### src/rtl/rhl_pkg.sv
package rhl_pkg;
  localparam int unsigned DEF_N_PIX  = 48;
  localparam int unsigned DEF_GRP_SZ = 6;
  localparam int unsigned DEF_TC_W   = 17;
  localparam int unsigned DEF_DEPTH  = 19;
endpackage

### src/rtl/rhl_mask_shift.sv
module rhl_mask_shift #(
  parameter int unsigned N_PIX = 48
) (
  input  logic             clk_i,
  input  logic             rst_ni,
  input  logic             ld_i,
  input  logic             sd_i,
  output logic [N_PIX-1:0] mask_o
);
  always_ff @(posedge clk_i or negedge rst_ni) begin
    if (!rst_ni)   mask_o <= '0;
    else if (ld_i) mask_o <= {mask_o[N_PIX-2:0], sd_i};
  end
endmodule

### src/rtl/rhl_grouper.sv
module rhl_grouper #(
  parameter int unsigned N_PIX  = 48,
  parameter int unsigned GRP_SZ = 6,
  parameter int unsigned TC_W   = 17,
  localparam int unsigned N_GRP = N_PIX / GRP_SZ,
  localparam int unsigned ID_W  = $clog2(N_GRP),
  localparam int unsigned ENT_W = TC_W + ID_W + GRP_SZ
) (
  input  logic             clk_i,
  input  logic             rst_ni,
  input  logic             strobe_i,
  input  logic [N_PIX-1:0] hits_i,
  input  logic [N_PIX-1:0] mask_i,
  input  logic [TC_W-1:0]  time_i,
  output logic             wr_req_o,
  output logic [ENT_W-1:0] wr_ent_o
);
  logic [N_PIX-1:0] live;
  logic [N_PIX-1:0] pat_q;
  logic [TC_W-1:0]  tc_q;
  logic [N_GRP-1:0] qual, pend_q, pend_clr;
  logic [ID_W-1:0]  sel;

  assign live = hits_i & ~mask_i;

  for (genvar g = 0; g < N_GRP; g++) begin : g_qual
    assign qual[g] = ($countones(live[g*GRP_SZ +: GRP_SZ]) > 1);
  end

  // lowest pending group wins
  always_comb begin
    sel = '0;
    for (int i = N_GRP - 1; i >= 0; i--) begin
      if (pend_q[i]) sel = ID_W'(i);
    end
    pend_clr = '0;
    pend_clr[sel] = 1'b1;
  end

  always_ff @(posedge clk_i or negedge rst_ni) begin
    if (!rst_ni) begin
      pat_q  <= '0;
      tc_q   <= '0;
      pend_q <= '0;
    end else if (strobe_i) begin
      pat_q  <= live;
      tc_q   <= time_i;
      pend_q <= qual;
    end else begin
      pend_q <= pend_q & ~pend_clr;
    end
  end

  assign wr_req_o = |pend_q;
  assign wr_ent_o = {tc_q, sel, pat_q[sel*GRP_SZ +: GRP_SZ]};
endmodule

### src/rtl/rhl_bank.sv
module rhl_bank #(
  parameter int unsigned ENT_W = 26,
  parameter int unsigned DEPTH = 19,
  localparam int unsigned PTR_W = $clog2(DEPTH),
  localparam int unsigned CNT_W = $clog2(DEPTH + 1)
) (
  input  logic             clk_i,
  input  logic             rst_ni,
  input  logic             wr_req_i,
  input  logic [ENT_W-1:0] wr_data_i,
  input  logic             rd_i,
  input  logic             ovf_clr_i,
  output logic [ENT_W-1:0] rd_data_o,
  output logic             empty_o,
  output logic             full_o,
  output logic             ovf_o,
  output logic             wr_en_o,
  output logic [CNT_W-1:0] cnt_o
);
  logic [ENT_W-1:0] mem [DEPTH];
  logic [PTR_W-1:0] wp_q, rp_q;
  logic             rd_en;

  assign empty_o = (cnt_o == '0);
  assign full_o  = (cnt_o == CNT_W'(DEPTH));
  assign wr_en_o = wr_req_i && !full_o;
  assign rd_en   = rd_i && !empty_o;
  assign rd_data_o = mem[rp_q];

  always_ff @(posedge clk_i) begin
    if (wr_en_o) mem[wp_q] <= wr_data_i;
  end

  always_ff @(posedge clk_i or negedge rst_ni) begin
    if (!rst_ni) begin
      wp_q  <= '0;
      rp_q  <= '0;
      cnt_o <= '0;
      ovf_o <= 1'b0;
    end else begin
      if (wr_en_o) wp_q <= (wp_q == PTR_W'(DEPTH - 1)) ? '0 : wp_q + 1'b1;
      if (rd_en)   rp_q <= (rp_q == PTR_W'(DEPTH - 1)) ? '0 : rp_q + 1'b1;
      if (wr_en_o && !rd_en)      cnt_o <= cnt_o + 1'b1;
      else if (!wr_en_o && rd_en) cnt_o <= cnt_o - 1'b1;
      if (wr_req_i && full_o) ovf_o <= 1'b1;
      else if (ovf_clr_i)     ovf_o <= 1'b0;
    end
  end
endmodule

### src/rtl/row_hit_logger.sv
module row_hit_logger #(
  parameter int unsigned N_PIX  = rhl_pkg::DEF_N_PIX,
  parameter int unsigned GRP_SZ = rhl_pkg::DEF_GRP_SZ,
  parameter int unsigned TC_W   = rhl_pkg::DEF_TC_W,
  parameter int unsigned DEPTH  = rhl_pkg::DEF_DEPTH,
  localparam int unsigned N_GRP = N_PIX / GRP_SZ,
  localparam int unsigned ID_W  = $clog2(N_GRP),
  localparam int unsigned ENT_W = TC_W + ID_W + GRP_SZ,
  localparam int unsigned CNT_W = $clog2(DEPTH + 1)
) (
  input  logic             clk_i,
  input  logic             rst_ni,
  input  logic             sample_i,
  input  logic             trig_i,
  input  logic [N_PIX-1:0] hits_i,
  input  logic [TC_W-1:0]  time_i,
  input  logic             mask_ld_i,
  input  logic             mask_sd_i,
  input  logic             rd_i,
  input  logic             ovf_clr_i,
  output logic [ENT_W-1:0] rd_data_o,
  output logic             empty_o,
  output logic             overflow_o
);
  logic [N_PIX-1:0]  mask;
  logic              strobe, wr_req, wr_en, full;
  logic [ENT_W-1:0]  wr_ent;
  logic [CNT_W-1:0]  cnt;
  logic [ID_W-1:0]   wr_id;
  logic [GRP_SZ-1:0] wr_pat;

  assign strobe = sample_i | trig_i;
  assign wr_id  = wr_ent[GRP_SZ +: ID_W];
  assign wr_pat = wr_ent[GRP_SZ-1:0];

  rhl_mask_shift #(.N_PIX(N_PIX)) u_mask (
    .clk_i, .rst_ni, .ld_i(mask_ld_i), .sd_i(mask_sd_i), .mask_o(mask)
  );

  rhl_grouper #(.N_PIX(N_PIX), .GRP_SZ(GRP_SZ), .TC_W(TC_W)) u_grp (
    .clk_i, .rst_ni, .strobe_i(strobe), .hits_i, .mask_i(mask),
    .time_i, .wr_req_o(wr_req), .wr_ent_o(wr_ent)
  );

  rhl_bank #(.ENT_W(ENT_W), .DEPTH(DEPTH)) u_bank (
    .clk_i, .rst_ni, .wr_req_i(wr_req), .wr_data_i(wr_ent), .rd_i,
    .ovf_clr_i, .rd_data_o, .empty_o, .full_o(full), .ovf_o(overflow_o),
    .wr_en_o(wr_en), .cnt_o(cnt)
  );
endmodule

### config.mk
export PLATFORM = sky130hd
export DESIGN_NAME = row_hit_logger
export DESIGN_NICKNAME = d
export VERILOG_FILES = /design/src/rtl/rhl_pkg.sv /design/src/rtl/rhl_mask_shift.sv /design/src/rtl/rhl_grouper.sv /design/src/rtl/rhl_bank.sv /design/src/rtl/row_hit_logger.sv
export SDC_FILE = /design/constraint.sdc
export NUM_CORES = 1
export LEC_CHECK = 0
export ABC_CLOCK_PERIOD_IN_PS = 5520
export BUFFER_PORTS_ARGS = -buffer_cell sky130_fd_sc_hd__buf_2
export CAP_MARGIN = 10
export CORE_ASPECT_RATIO = 1.1
export CORE_MARGIN = 2
export CORE_UTILIZATION = 30
export DETAILED_ROUTE_END_ITERATION = 8
export HOLD_SLACK_MARGIN = 0.12
export SYNTH_ARGS = -nofsm -noshare
export SYNTH_HDL_FRONTEND = slang
export SYNTH_SLANG_ARGS = --single-unit
### constraint.sdc
create_clock -name clk_i -period 5.52 [get_ports clk_i]
set_clock_uncertainty 0.15 [all_clocks]
set_input_delay 0.552 -clock clk_i [delete_from_list [all_inputs] [get_ports clk_i]]
set_output_delay 0.552 -clock clk_i [all_outputs]
set_load 0.01 [all_outputs]
* After elaboration in Yosys (flattened, before gate mapping)
Memory sizes are Yosys's and may differ from the RTL's.
Index checks and enable logic that the tools add are counted.
** Word-level totals
- Output and inout bits :: 28
- Logic and storage cells :: 106
- Bits in registers :: 137
- Bits of input ports :: 73
- Memories kept :: 1
- Memory bits (writable) :: 494
** Memories
- u_bank.mem :: depth 19, bits a word 26, rd ports 1, clocked after memory_dff 0, write ports 1, line rhl_bank.sv:20 : logic [ENT_W-1:0] mem [DEPTH];
** Operators by class
- Multiply operators :: 1
- Reduce and logical (&&, ||, !) cells :: 14
- Bitwise operators :: 5
- Mux-type cells :: 19
- Equality and inequality tests :: 3
- $lt $le $gt $ge :: 10
- Add/sub/neg operators :: 44
- Shifts and indexed selects :: 1
** Operators with widths (count)
- $add A32 B32 Y32 :: 16
- $gt A32 B2 Y1 const B :: 8
- $add A1 B1 Y2 :: 24
- $and A48 B48 Y48 :: 1
- $not A48 Y48 :: 1
- $shiftx A48 B7 Y6 :: 1
- $mux W3 :: 8
- $mux W5 :: 4
- $add A5 B1 Y5 const B :: 3
- $eq A5 B5 Y1 const B :: 3
- $and A8 B8 Y8 :: 1
- $mux W8 :: 1
- $not A8 Y8 :: 1
- $reduce_or A8 Y1 :: 1
- $logic_and A1 B1 Y1 :: 6
- $logic_not A5 Y1 :: 1
- $mul A3 B2 Y5 const B :: 1
- $mux W1 :: 5
- $sub A5 B1 Y5 const B :: 1
- $logic_not A1 Y1 :: 4
- $lt A3 B4 Y1 const B :: 1
- $reduce_bool A2 Y1 :: 2
- $demux W1 S3 :: 1
- $ge A3 B1 Y1 const B :: 1
- $or A1 B1 Y1 :: 1

* Depth between registers and ports, before layout
Gate-level depths: netlist of the first run.
- Depth after elaboration :: 15
- Gate-level depth with buffers :: 14
- Depth with buffers taken out :: 11

* Modules after synthesis
Synthesis of the first run repeated with hierarchy kept, for this count alone.
** Second synthesis, totals
- Cell total of the unflattened synthesis :: 1462
- Area, all modules :: 26088.8 µm²
** Modules (own cells, without submodules)
- rhl_bank :: cells each 951, sequential area each 15234.6 µm², area each 19856.5 µm², times used 1
- rhl_grouper :: cells each 409, sequential area each 1826.8 µm², area each 4365.4 µm², times used 1
- rhl_mask_shift :: cells each 101, sequential area each 1201.2 µm², area each 1860.5 µm², times used 1
- row_hit_logger :: cells each 1, sequential area each 0.0 µm², area each 6.3 µm², times used 1

* Worst setup path before layout of the first run
Ideal clock, no wire load.
- Path type :: register to register
- Start :: reg u_bank.cnt_o[0]
- End :: mem u_bank.mem[11][0], enable pin
- Required time :: 4.895 ns
- Period minus slack after synthesis :: 4.084 ns
- Slack :: 1.436 ns
- Arrival :: 3.459 ns
- Stages on the path, launching flop included :: 5
- Library setup time :: 0.475 ns
- Path buffers :: 1
- Path through :: dfrtp_1 > nor4bb_1 > a22o_1 > buf_6 > nor4_1
** Between the ends
- Longest elaborated chain between the ends :: 5
** RTL lines
- start, declared :: line rhl_bank.sv:18 : output logic [CNT_W-1:0] cnt_o
- start signal, assigned :: line rhl_bank.sv:43 : if (wr_en_o && !rd_en) cnt_o <= cnt_o + 1'b1;
- start signal, assigned :: line rhl_bank.sv:44 : else if (!wr_en_o && rd_en) cnt_o <= cnt_o - 1'b1;
- $eq A5 B5 Y1 :: line rhl_bank.sv:25 : assign full_o = (cnt_o == CNT_W'(DEPTH));
- $logic_not A1 Y1 :: line rhl_bank.sv:26 : assign wr_en_o = wr_req_i && !full_o;
- $logic_and A1 B1 Y1 :: line rhl_bank.sv:26
- $mux W1 :: line rhl_bank.sv:31 : if (wr_en_o) mem[wp_q] <= wr_data_i;
- $mux W1 (not written as such) :: line rhl_bank.sv:31
- end, declared :: line rhl_bank.sv:20
No other way between the ends.

* Worst setup path after layout of the first run
- Start :: reg u_bank.rp_q[3]
- End :: out rd_data_o[23]
** Between the ends
- Longest elaborated chain between the ends :: 1
** RTL lines
- start, declared :: line rhl_bank.sv:21 : logic [PTR_W-1:0] wp_q, rp_q;
- start signal, assigned :: line rhl_bank.sv:42 : if (rd_en) rp_q <= (rp_q == PTR_W'(DEPTH - 1)) ? '0 : rp_q + 1'b1;
- $mem_v2 Z19 W26
- end, declared :: line row_hit_logger.sv:21 : output logic [ENT_W-1:0] rd_data_o,
No other way between the ends.

==> results of run 1 <==
synthesized netlist by cell type (3+ instances only):
master / count
a21oi_1: 13
a221oi_1: 26
edfxtp_1: 494
nand2b_1: 5
nor3b_1: 5
o211ai_1: 35
xnor2_1: 5
inv_1: 26
o21ai_0: 64
mux4_2: 79
buf_4: 12
a22oi_1: 5
clkbuf_1: 37
nor2b_1: 53
ha_1: 50
nand2_1: 94
mux2i_1: 109
buf_1: 4
buf_6: 4
o31ai_1: 3
fa_1: 17
nor4_1: 3
buf_2: 21
nor3_1: 7
nand3_1: 7
mux2_2: 120
dfrtp_1: 137
nor2_1: 22
and3_1: 3
sequential cells by signal, indices dropped and copies added, names as in the netlist, 5 cells and up:
| register | flops |
|---|---|
| u_mask.mask_o | 48 |
| u_grp.tc_q | 17 |
| u_bank.rp_q | 5 |
| u_bank.cnt_o | 5 |
| u_bank.wp_q | 5 |
| u_grp.pend_q | 8 |
| u_bank.mem | 494 |
| u_grp.pat_q | 48 |
metal layers:
layer / wire (um) / track usage [%]
met1: 27300 / 18.6
met2: 30200 / 23.0
met3: 3040 / 2.40
met4: 1350 / 3.70
met5: 7 / 0
layout make-up:
class	instances	area [sq um]
Clock inverter	17	236
Sequential cell	631	18300
Clock buffer	94	1820
Fill cell	8064	56000
Multi-Input combinational cell	754	7530
Timing Repair Buffer	158	1010
Inverter	27	104
Tap cell	1150	1440
power by group:
| part | leakage [nW] | internal, mW | switching, mW |
|---|---|---|---|
| logic | 3.54 | 1.97 | 2.93 |
| registers | 6.19 | 6.45 | 0.667 |
| clock network | 0.995 | 2.49 | 1.79 |
| total | 10.7 | 10.9 | 5.39 |
worst max path at each step:
stage / from / to / slack (ps)
after floorplan: u_bank.cnt_o[0]$_DFFE_PN0P_ / u_bank.mem[11][0]$_DFFE_PP_ / 1440
after global placement: u_bank.rp_q[3]$_DFFE_PN0P_ / rd_data_o[22] / 1970
after detailed placement: u_grp.pend_q[4]$_DFF_PN0_ / u_bank.cnt_o[4]$_DFFE_PN0P_ / 1930
after CTS: u_bank.rp_q[3]$_DFFE_PN0P_ / rd_data_o[23] / 1290
after global routing: u_bank.rp_q[3]$_DFFE_PN0P_ / rd_data_o[23] / 1160
final: u_bank.rp_q[3]$_DFFE_PN0P_ / rd_data_o[23] / 1370
stage by stage:
| stage | setup slack, ps | hold slack [ps] |
|---|---|---|
| after floorplan | 1440 | 106 |
| final | 1370 | 175 |
| after CTS | 1290 | 199 |
| after detailed placement | 1930 | 331 |
| after global placement | 1970 | 339 |
| after global routing | 1160 | 190 |
worst max-delay path: stages, from the launching register on:
cell and delay [ps]:
dfrtp_4 1090, buf_4 580, mux4_2 560, o21ai_0 210, o211ai_1 190, buf_2 210
logic make-up after synthesis:
group,after synthesis
flops,631
mux,308
simple gates,214
compound gates,158
buf+inv,105
fa+ha+maj,67
xor+xnor,7
==> metrics.md, run 1 <==
| Metric | Value |
|---|---|
| Status | `completed` |
| EDFF count, synth | `494` |
| Main synth FF type | `edfxtp_1` |
| Max IR drop VDD | `0.386 mV` |
| Cts hold-fix bufs | `19` |
| Crit path max fanout | `58` |
| First-pass GRT wire length | `92300 um` |
| DP Area | `28200 sq um` |
| Vias/cell | `4.84` |
| Drc violations | `0` |
| Leak | `10.7 nW` |
| Syn Inst Count | `1490` |
| Drt first pass iters | `5` |
| Worst Hold Class | `in2reg` |
| Fin area | `30400 sq um` |
| Syn avg cell area | `17.5 sq um` |
| Final Non-Filler Cells | `2831` |
| Routed Antenna Nets | `0` |
| Main combinational cell family by area after synthesis | `multiplexers` |
| Clk sinks | `631` |
| Initial Utilization | `30.3%` |
| P&R area growth vs syn | `16.4%` |
| Post_cts resized | `0` |
| Clock H-tree levels | `3` |
| Number of buffers created by CTS | `66` |
| Total grt overflow | `0` |
| Vias in the first global route | `14500` |
| Final setup fails | `0` |
| CTS tree | `yes` |
| Synth top area share | `56.8%` |
| Fmax achieved | `0.241 GHz` |
| Reg2Reg Launch Point | `u_grp.pend_q[4]$_DFF_PN0_` |
| Die area | `89500 sq um` |
| Max-cap violation count | `0` |
| Hold EP | `u_bank.ovf_o$_DFFE_PN0P_` |
| RSZ-0062 raised after global routing | `false` |
| Most frequent cells in the layout | `edfxtp_1 (494), dfrtp_1 (134), mux2_2 (120)` |
| Worst-Margin Slew | `1160 ps` |
| Mux cell area share after synthesis | `16.2%` |
| Leading cell type in the layout, fill and taps excluded | `edfxtp_1` |
| Reg2reg path depth | `11` |
| Row cnt | `113` |
| Post-synth top area cell | `edfxtp_1` |
| Post-Syn Nets | `1630` |
| # IOs | `101` |
| Worst Hold Path Cells | `3` |
| Die width | `285 um` |
| Worst Path Required | `4820 ps` |
| Clock tree buffer depth | `3` |
| Startpoint types | `flop` |
| Crit Path Class | `reg2out` |
| GPL Wtd Cong | `0.755` |
| GRT Total Usage | `13.8%` |
| Post-Synth XOR/XNOR Area | `0.235%` |
| Post-synthesis register bit count | `631` |
| Power Total | `16.3 mW` |
| Slew margin rel. | `22.6%` |
| Root buffer cell | `clkbuf_16` |
| Period utilization | `75.2%` |
| Clk_lat worst skew | `610 ps` |
| Adder-cell share of the synthesized area | `3.70%` |
| Setup Fix Bufs, Post-CTS | `0` |
| Post-Route WL | `61900 um` |
| Fin util | `35.2%` |
| Pwr Density | `536 nW/um^2` |
| Port bufs | `100` |
| Compound-Gate Fraction of Synth Area | `4.01%` |
| Ys Warns | `0` |
| Flop2flop setup slack | `1840 ps` |
| Worst path arrival time | `3450 ps` |
| Cell Area, Synth | `26100 sq um` |
| Detail Placement HPWL | `35800 um` |
| Vias | `13700` |
| Wirelength per Cell | `21.9 um` |
| Final TNS setup | `0 ps` |
| Placeable Area | `86400 sq um` |
| Initial antenna violation count | `1` |
| Async set-reset flop share out of synthesis | `21.7%` |
| Pin count of the biggest net entering global routing | `109` |
| Worst hold start | `ovf_clr_i` |
| Minimum clock period after layout | `4150 ps` |
| Share of cells above drive strength 1 | `27.0%` |
| Post-Synth Simple-Gate Area | `4.11%` |
| Clock transition at path regs | `60 ps` |
| Cells after DPL | `2700` |
| Sequential fraction of the synthesis area | `69.9%` |
| Synth top area cells | `edfxtp_1 (57%), dfrtp_1 (13%), mux4_2 (6.8%)` |
| Ant. Diodes | `0` |
| Reg-to-Reg End | `u_bank.cnt_o[4]$_DFFE_PN0P_` |
| Final Hold Viols | `0` |
| CP endpoint kind | `primary output` |
| Starting DRT DRC Count | `1086` |
| Die Y | `314 um` |
| Nets | `1778` |
| Post-synthesis cell type count | `52` |
| Max Slew Vio Count | `0` |
Power figures use the tool's default switching activity.
==> inputs of run 2 (changes only) <==
Settings changed: ABC_CLOCK_PERIOD_IN_PS 5520 to 3500.
Clock period 5.52 ns to 3.5 ns, I/O delays scaled along.
==> run 2 against run 1 <==
Count of clock-buffer cells in the layout down 5. Total power increased by 61%. Via count increased by 1.4%. Clock power increased by 62%. Sequential power is 53% higher. Die area is the same. Sequential share of layout area fell by 1.8 points. Cell area up 3.0%. Global-route usage fell by 0.066 points. Combinational power rose by 72%. Critical endpoint is now rd_data_o[16]. Largest power group unchanged.
==> metrics.md, run 2 (synthesis gave the netlist of run 1 again) <==
| Metric | Value |
|---|---|
| Status | `completed` |
| Vias | `13900` |
| Final setup fails | `0` |
| Starting DRT DRC Count | `1012` |
| Share of cells above drive strength 1 | `27.8%` |
| Clock transition at path regs | `60 ps` |
| Setup WS pre-CTS | `531 ps` |
| Die area | `89500 sq um` |
| CP endpoint kind | `primary output` |
| CTS tree | `yes` |
| Int Power | `17.6 mW` |
| Placeable Area | `86400 sq um` |
| Wirelength per Cell | `21.0 um` |
| Max FFs per register | `494` |
| Clock H-tree levels | `3` |
| Fin area | `31300 sq um` |
| RSZ-0062 raised after global routing | `false` |
| Fmax achieved | `0.301 GHz` |
| Max IR drop VDD | `0.454 mV` |
| Nets | `1858` |
| Drt first pass iters | `5` |
| Fillers | `7999` |
| Fin util | `36.3%` |
| DP Area | `28500 sq um` |
| Ant. Diodes | `0` |
| Max-cap violation count | `0` |
| Register area | `18300 sq um` |
| Vias in the first global route | `14700` |
| Root buffer cell | `clkbuf_16` |
| Detail Placement HPWL | `37100 um` |
| Largest registers | `u_bank.mem: 494 flops, u_grp.pat_q: 48 flops, u_mask.mask_o: 48 flops` |
| Cells after DPL | `2727` |
| Clock Power Share | `26.4%` |
| # IOs | `101` |
| P&R area growth vs syn | `19.9%` |
| Pwr Density | `838 nW/um^2` |
| Clk sinks | `631` |
| Most frequent cells in the layout | `edfxtp_1 (494), dfrtp_1 (134), mux2_2 (120)` |
| Period utilization | `94.9%` |
| Die width | `285 um` |
| Area occupied by multi-input gates | `7500 sq um` |
| Top reg by flops | `u_bank.mem` |
| Die Y | `314 um` |
| Final worst slack | `179 ps` |
| Leading cell type in the layout, fill and taps excluded | `edfxtp_1` |
| Row cnt | `113` |
| Startpoint types | `flop` |
| Comb pwr share | `32.2%` |
| Max Slew Vio Count | `0` |
| Clk_lat worst skew | `620 ps` |
| Port bufs | `100` |
| Minimum clock period after layout | `3320 ps` |
| Initial antenna violation count | `2` |
| Crit Path Class | `reg2out` |
| Pin count of the biggest net entering global routing | `89` |
| Final Non-Filler Cells | `2919` |
| Sw Share | `33.1%` |
| Clock tree buffer depth | `3` |
| Worst Path Required | `3000 ps` |
| Worst-Margin Slew | `1120 ps` |
| Leak | `11.2 nW` |
| Vias/cell | `4.76` |
| Slew margin rel. | `25.6%` |
| Routed Antenna Nets | `0` |
| Total grt overflow | `0` |
| Final TNS setup | `0 ps` |
| Worst Hold Class | `in2reg` |
| First-pass GRT wire length | `92700 um` |
| Initial Utilization | `30.3%` |
| Number of buffers created by CTS | `68` |
| Worst path arrival time | `2820 ps` |
| Crit path max fanout | `19` |
| GRT Total Usage | `13.7%` |
| Drc violations | `0` |
| NetSw | `8.68 mW` |
| Final Hold Viols | `0` |
| Reg power frac | `41.5%` |
| GPL Wtd Cong | `0.785` |
| Post-Route WL | `61300 um` |
==> run 2: changes by cell type in the layout (fill, tap and decap cells not counted), moves of 2 or more <==
cell	before	now
inv_16	0	2
clkinv_2	5	8
clkinv_1	3	13
clkbuf_1	24	16
dlygate4sd3_1	19	65
nor3_4	3	0
buf_12	2	14
nor3_2	1	4
clkbuf_8	2	4
buf_4	37	56
==> run 2: path summary, 6_finish.rpt <==
kind	end	depth (start not counted)	from	slack [ps]
max	rd_data_o[16]	6	u_bank.rp_q[2]$_DFFE_PN0P_	180
max in group asynchronous	u_grp.tc_q[9]$_DFFE_PN0N_	3	rst_ni	2100
min reg2reg	u_grp.pat_q[6]$_DFFE_PN0N_	1	u_grp.pat_q[6]$_DFFE_PN0N_	350
min in group asynchronous	u_mask.mask_o[47]$_DFFE_PN0P_	2	rst_ni	240
min	u_grp.pat_q[21]$_DFFE_PN0N_	3	hits_i[21]	110
max reg2reg	u_bank.cnt_o[4]$_DFFE_PN0P_	11	u_bank.cnt_o[0]$_DFFE_PN0P_	470
==> run 2: metal layers <==
| layer | share of wire [%] | track usage [%] |
|---|---|---|
| met5 | 0.021 | 0 |
| met4 | 2.1 | 3.88 |
| met3 | 4.8 | 2.28 |
| met2 | 50 | 23.3 |
| met1 | 43 | 18.2 |
==> run 2: cell type report <==
cell class | instances | share of cell area, %
Sequential cell | 631 | 58.3
Clock inverter | 32 | 0.962
Multi-Input combinational cell | 754 | 23.9
Tap cell | 1150 | 4.59
Timing Repair Buffer | 236 | 5.98
Inverter | 27 | 0.331
Clock buffer | 89 | 5.88
==> run 2: through the flow <==
step	hold slack, ps	total power [mW]
finish	115	26.2
global route	130	27.6
CTS	121	26.5
detailed placement	346	19.5
global placement	339	19.2
floorplan	-95.6	16.1
==> run 2: power by group through the flow <==
stage	registers [mW]	clock network (mW)	logic (mW)
2_1_floorplan	10.7	0	5.35
3_3_place_gp	11.0	0	8.22
3_5_place_dp	11.1	0	8.38
4_1_cts	10.9	7.09	8.52
5_1_grt	11.0	7.38	9.20
6_report	10.9	6.93	8.44
==> run 2: worst max-delay path: stages, from the launching register on <==
cell	delay (ps)
dfrtp_1	450
or2_2	640
buf_4	300
a221oi_1	280
o21ai_0	180
o211ai_1	170
buf_2	180
==> run 2: what timing repair did <==
action                                  CTS  global route
resized for setup                         0             0
hold buffers                             65             0
setup buffers                             1             4
pin swaps                                 0             0
hold endpoints to repair                151             0
cloned                                    0             0
endpoints found under the setup margin    2             1
